`src/rtl/edge_wake_pkg.sv`:
```
package edge_wake_pkg;

    localparam int SEL_W = 3;

    typedef enum logic [SEL_W-1:0] {
        SEL_RISE_IRQ  = 3'd0,
        SEL_FALL_IRQ  = 3'd1,
        SEL_RISE_WAKE = 3'd2,
        SEL_FALL_WAKE = 3'd3,
        SEL_SLEEP_CTL = 3'd4,
        SEL_CLEAR     = 3'd5
    } reg_sel_e;

    function automatic logic sel_is(input logic [SEL_W-1:0] addr, input reg_sel_e sel);
        return addr == SEL_W'(sel);
    endfunction

endpackage

```
`src/rtl/pin_edge_sense.sv`:
```
module pin_edge_sense #(
    parameter int W = 32
) (
    input  logic         clk,
    input  logic         rst_n,
    input  logic [W-1:0] lvl_i,
    output logic [W-1:0] rise_o,
    output logic [W-1:0] fall_o
);

    logic [W-1:0] prev_d;
    logic [W-1:0] prev_q;

    always_comb begin
        prev_d = lvl_i;
        rise_o = lvl_i & ~prev_q;
        fall_o = ~lvl_i & prev_q;
    end

    always_ff @(posedge clk or negedge rst_n) begin
        if (!rst_n) begin
            prev_q <= '0;
        end else begin
            prev_q <= prev_d;
        end
    end

endmodule

```
`src/rtl/edge_qualify.sv`:
```
module edge_qualify #(
    parameter int W = 32
) (
    input  logic [W-1:0] rise_i,
    input  logic [W-1:0] fall_i,
    input  logic [W-1:0] rise_en_i,
    input  logic [W-1:0] fall_en_i,
    input  logic [W-1:0] gate_i,
    output logic [W-1:0] hit_o
);

    always_comb begin
        hit_o = ((rise_i & rise_en_i) | (fall_i & fall_en_i)) & gate_i;
    end

endmodule

```
`src/rtl/lowest_pending.sv`:
```
module lowest_pending #(
    parameter int W  = 32,
    parameter int IW = 5
) (
    input  logic [W-1:0]  vec_i,
    output logic [IW-1:0] idx_o,
    output logic          vld_o
);

    always_comb begin
        idx_o = '0;
        for (int i = W - 1; i >= 0; i--) begin
            if (vec_i[i]) begin
                idx_o = IW'(i);
            end
        end
        vld_o = |vec_i;
    end

endmodule

```
`src/rtl/edge_wake_det.sv`:
```
module edge_wake_det #(
    parameter int NPINS = 32,
    parameter int IDXW  = (NPINS > 1) ? $clog2(NPINS) : 1
) (
    input  logic             clk,
    input  logic             rst_n,
    input  logic [NPINS-1:0] pin_lvl_i,
    input  logic             sleep_i,
    input  logic             wr_en_i,
    input  logic [2:0]       wr_addr_i,
    input  logic [NPINS-1:0] wr_data_i,
    output logic [NPINS-1:0] status_o,
    output logic             irq_o,
    output logic             wake_o,
    output logic [IDXW-1:0]  first_idx_o,
    output logic             first_vld_o
);
    import edge_wake_pkg::*;

    typedef struct packed {
        logic [NPINS-1:0] rise_irq;
        logic [NPINS-1:0] fall_irq;
        logic [NPINS-1:0] rise_wake;
        logic [NPINS-1:0] fall_wake;
        logic [NPINS-1:0] sleep_ctl;
        logic [NPINS-1:0] status;
        logic [NPINS-1:0] wake_pend;
    } state_t;

    localparam state_t RST_VAL = '{
        rise_irq:  '0,
        fall_irq:  '0,
        rise_wake: '0,
        fall_wake: '0,
        sleep_ctl: '1,
        status:    '0,
        wake_pend: '0
    };

    state_t st_d;
    state_t st_q;

    logic [NPINS-1:0] rise_ev;
    logic [NPINS-1:0] fall_ev;
    logic [NPINS-1:0] irq_hit;
    logic [NPINS-1:0] wake_hit;
    logic [NPINS-1:0] wake_gate;
    logic [NPINS-1:0] clr_vec;
    logic [NPINS-1:0] irq_msk_any;

    pin_edge_sense #(.W(NPINS)) u_sense (
        .clk    (clk),
        .rst_n  (rst_n),
        .lvl_i  (pin_lvl_i),
        .rise_o (rise_ev),
        .fall_o (fall_ev)
    );

    edge_qualify #(.W(NPINS)) u_irq_qual (
        .rise_i    (rise_ev),
        .fall_i    (fall_ev),
        .rise_en_i (st_q.rise_irq),
        .fall_en_i (st_q.fall_irq),
        .gate_i    ({NPINS{1'b1}}),
        .hit_o     (irq_hit)
    );

    assign wake_gate   = ~st_q.sleep_ctl & {NPINS{sleep_i}};
    assign irq_msk_any = st_q.rise_irq | st_q.fall_irq;

    edge_qualify #(.W(NPINS)) u_wake_qual (
        .rise_i    (rise_ev),
        .fall_i    (fall_ev),
        .rise_en_i (st_q.rise_wake),
        .fall_en_i (st_q.fall_wake),
        .gate_i    (wake_gate),
        .hit_o     (wake_hit)
    );

    lowest_pending #(.W(NPINS), .IW(IDXW)) u_first (
        .vec_i (st_q.status),
        .idx_o (first_idx_o),
        .vld_o (first_vld_o)
    );

    always_comb begin
        st_d    = st_q;
        clr_vec = (wr_en_i && sel_is(wr_addr_i, SEL_CLEAR)) ? wr_data_i : '0;
        if (wr_en_i) begin
            if (sel_is(wr_addr_i, SEL_RISE_IRQ))  st_d.rise_irq  = wr_data_i;
            if (sel_is(wr_addr_i, SEL_FALL_IRQ))  st_d.fall_irq  = wr_data_i;
            if (sel_is(wr_addr_i, SEL_RISE_WAKE)) st_d.rise_wake = wr_data_i;
            if (sel_is(wr_addr_i, SEL_FALL_WAKE)) st_d.fall_wake = wr_data_i;
            if (sel_is(wr_addr_i, SEL_SLEEP_CTL)) st_d.sleep_ctl = wr_data_i;
        end
        // a new edge outranks a clear of the same bit
        st_d.status    = (st_q.status & ~clr_vec) | irq_hit;
        st_d.wake_pend = (st_q.wake_pend & ~clr_vec) | wake_hit;
    end

    always_ff @(posedge clk or negedge rst_n) begin
        if (!rst_n) begin
            st_q <= RST_VAL;
        end else begin
            st_q <= st_d;
        end
    end

    assign status_o = st_q.status;
    assign irq_o    = |st_q.status;
    assign wake_o   = sleep_i & (|st_q.wake_pend);

endmodule

```
`config.mk`:
```
export PLATFORM = sky130hd
export DESIGN_NAME = edge_wake_det
export DESIGN_NICKNAME = d
export VERILOG_FILES = /design/src/rtl/edge_wake_pkg.sv /design/src/rtl/pin_edge_sense.sv /design/src/rtl/edge_qualify.sv /design/src/rtl/lowest_pending.sv /design/src/rtl/edge_wake_det.sv
export SDC_FILE = /design/constraint.sdc
export NUM_CORES = 1
export LEC_CHECK = 0
export BUFFER_PORTS_ARGS = -buffer_cell sky130_fd_sc_hd__clkbuf_2
export CORE_MARGIN = 2
export CORE_UTILIZATION = 35
export DETAILED_ROUTE_END_ITERATION = 8
export SLEW_MARGIN = 10
export SYNTH_ARGS = -nofsm -noshare
export SYNTH_HDL_FRONTEND = slang
export SYNTH_SLANG_ARGS = --single-unit
export TNS_END_PERCENT = 10
```
`constraint.sdc`:
```
create_clock -name clk -period 1.85 [get_ports clk]
set_input_delay 0.0925 -clock clk [delete_from_list [all_inputs] [get_ports clk]]
set_output_delay 0.0925 -clock clk [all_outputs]
set_load 0.05 [all_outputs]
```
==> results.toml <==
[outcome]
status = "finished with violations"
violations = "setup timing"

[clocking]
clk_pin_slew_ns = 0.06
clockRootBuffer = "clkbuf_16"
cts_tree = "done"
cts.sinks = 256
clockBufferDepth = 3
numCtsBuffers = 28
cts_max_level = 1
clk_latency_ns = 0.55

[route]
via_count = 7448
viasPerCell = 5.039
dr.pass1.iters = 6
drc = 0
drt-initial-drc-count = 544
wire_per_inst_um = 18.22
ant_nets = 0
wl_um = 26930

[worst_setup_path]
critPathSlowestCell = "or4_4"
endpoint_kind = "primary output"
worstPathRequired_ns = 1.76
r2r_start = "status_o[16]"
critPathKind = "reg -> out"
max_stage_delay_ns = 0.43
critPathBufInv = 2
path_delay_family = "simple AND/OR/NAND/NOR gates"
rr_endpoint = "status_o[16]"
rrSetupSlack_ns = 0.67
cp-start-kind = "flop"
reg2regPathDepth = 4
arrival_ns = 2.29
worstPathMaxFanout = 2
cp_cell_sequence = "buf_4 > or4_4 > nand2b_4 > nor3_4 > nand4_1 > clkbuf_8"

[yosys]
yosys.area.top_type = "dfrtp_1"
synth-async-reset-ratio_pct = 100.0
syn_inst = 847
synth_edf_count = 0
synth_nets = 918
yosysUniqueCellTypes = 36
yosysSeqAreaShare_pct = 60.18
avgSynthCellArea_sq_um = 12.65
synthTopCellsByArea = "dfrtp_1 (52%), mux2_2 (13%), dfstp_2 (7.8%)"
synth_ff_type = "dfrtp_1"
syn-cell-area_sq_um = 10710
ys_warn_count = 0
netlist.area_leader.share_pct = 52.33
ys_seq_elements = 256

[floorplan]
die_h_um = 178.9
top_level_ports = 111
die_w_um = 178.9
core-area_sq_um = 30350
fp-row-count = 64
fp.dieArea_sq_um = 32020
start_util_pct = 35.29

[timing]
worstMarginPinSlew_ns = 0.4807
fin_crit_ns = 2.378
fmax_mhz = 420.6
rsz0062_at_grt = "yes"
setup_violations = 8
timing.final.ws_setup_ns = -0.5278
skew_ns = 0.02051
relSlewSlack_pct = 67.87
maxSlewViolCount = 0
fin_worst_hold_slack_ns = 0.04395
hold_viol = 0
period_share_pct = 128.5

[power_and_ir_drop]
pwr-share-comb_pct = 17.0
p_sw_mw = 4.366
seq_power_share_pct = 47.7
clkPwrFrac_pct = 35.4
power_density_nw_per_um2 = 1151
swShare_pct = 27.33
ir_worst_vdd_mv = 0.6977
intPower_mw = 11.61
p_leak_nw = 5.944

[grt]
grt_pass1_vias = 7636
grtUsageTotal_pct = 17.07
antenna_found_initial = 0
overflow = 0
grt_pass1_wl_um = 42510
grt_max_degree = 65

[finish]
syn_to_final_growth_pct = 29.56
final_area_sq_um = 13880
drive_gt1_share_pct = 37.52
nets = 1131
antenna_cells = 0
layout_commonest_cell = "dfrtp_1"
layout_common_cells = "dfrtp_1 (223), mux2_2 (124), clkbuf_2 (101), inv_1 (71), nand2_1 (69)"

[place]
place_ws_ns = -0.06253
dpl_cell_area_sq_um = 12110
io_buffers = 110
gp_congestion = 0.7340
hpwl_um = 17840

[min_path]
min_path_type = "in -> async"

[run]
cap_viol_max_count = 0
worst max-delay path by stage:
stage / from / to / slack (ns) / cells past startpoint
3_3_place_gp: status_o[31] / first_vld_o / -0.07 / 5
4_1_cts: status_o[30] / first_idx_o[0] / -0.54 / 8
2_1_floorplan: status_o[31] / irq_o / -0.44 / 5
5_1_grt: status_o[28] / first_idx_o[0] / -0.61 / 8
6_report: status_o[30] / irq_o / -0.53 / 6
3_5_place_dp: status_o[31] / irq_o / -0.06 / 5
metrics by stage:
stage	power (mW)	util, %	cells	setup TNS [ns]
after global placement	10.16	39.89	1359	-0.1526
after detailed placement	10.25	39.89	1359	-0.1251
after floorplan	9.272	-	847	-1.737
after CTS	16.08	45.39	1476	-3.529
final	15.98	45.73	1478	-3.439
after global routing	16.75	45.73	1478	-4.032
state kept, by name (all words and copies together) (netlist names):
signal	cells
u_sense.prev_q	32
st_q	192
status_o	32
synth_stat cells, drive strengths merged (32+ instances only):
cell    count
a222oi     32
dfstp      32
nand2      69
mux2      128
o21ai      35
buf        48
inv        71
nor2b      64
a32o       32
a22o       32
dfrtp     224
cell type report:
| type | instances | area (sq um) |
|---|---|---|
| sequential | 256 | 6447 |
| tap | 396 | 495.5 |
| fill | 2720 | 16470 |
| clock buffer | 37 | 774.5 |
| inverter | 71 | 266.5 |
| clock inverter | 15 | 175.2 |
| timing repair buffer | 241 | 1932 |
| multi-input combinational | 462 | 3787 |
power groups by stage:
stage | clock, mW | sequential, mW | combinational, mW
6_report | 5.65 | 7.62 | 2.71
5_1_grt | 6.02 | 7.76 | 2.97
4_1_cts | 5.77 | 7.59 | 2.72
3_5_place_dp | 0 | 7.67 | 2.58
3_3_place_gp | 0 | 7.62 | 2.53
2_1_floorplan | 0 | 7.46 | 1.81
repair_timing:
action	CTS	global route
pin swaps	5	7
hold buffers	65	0
buffers inserted	0	2
gates resized for setup	16	20
endpoints found under the hold margin	479	0
endpoints found under the setup margin	8	8
metal layers:
layer | vias up | share of wire [%] | GRT usage [%]
met2 | 163 | 48 | 28.14
met1 | 3800 | 45 | 23.42
met4 | 0 | 1.6 | 3.523
met3 | 33 | 5.5 | 3.393
li1 | 3452 | - | -
met5 | - | 0 | 0
logic make-up (layout without fill, tap and decap cells):
group	count (synthesis)	count (layout)	share of synthesized area, %
DFF	256	256	60.18
AOI/OAI and AO/OA	152	152	11.61
muxes	128	128	13.46
and+or+nand+nor	182	182	8.831
buffers and inverters	129	364	5.922
(Power assumes the default switching activity.)
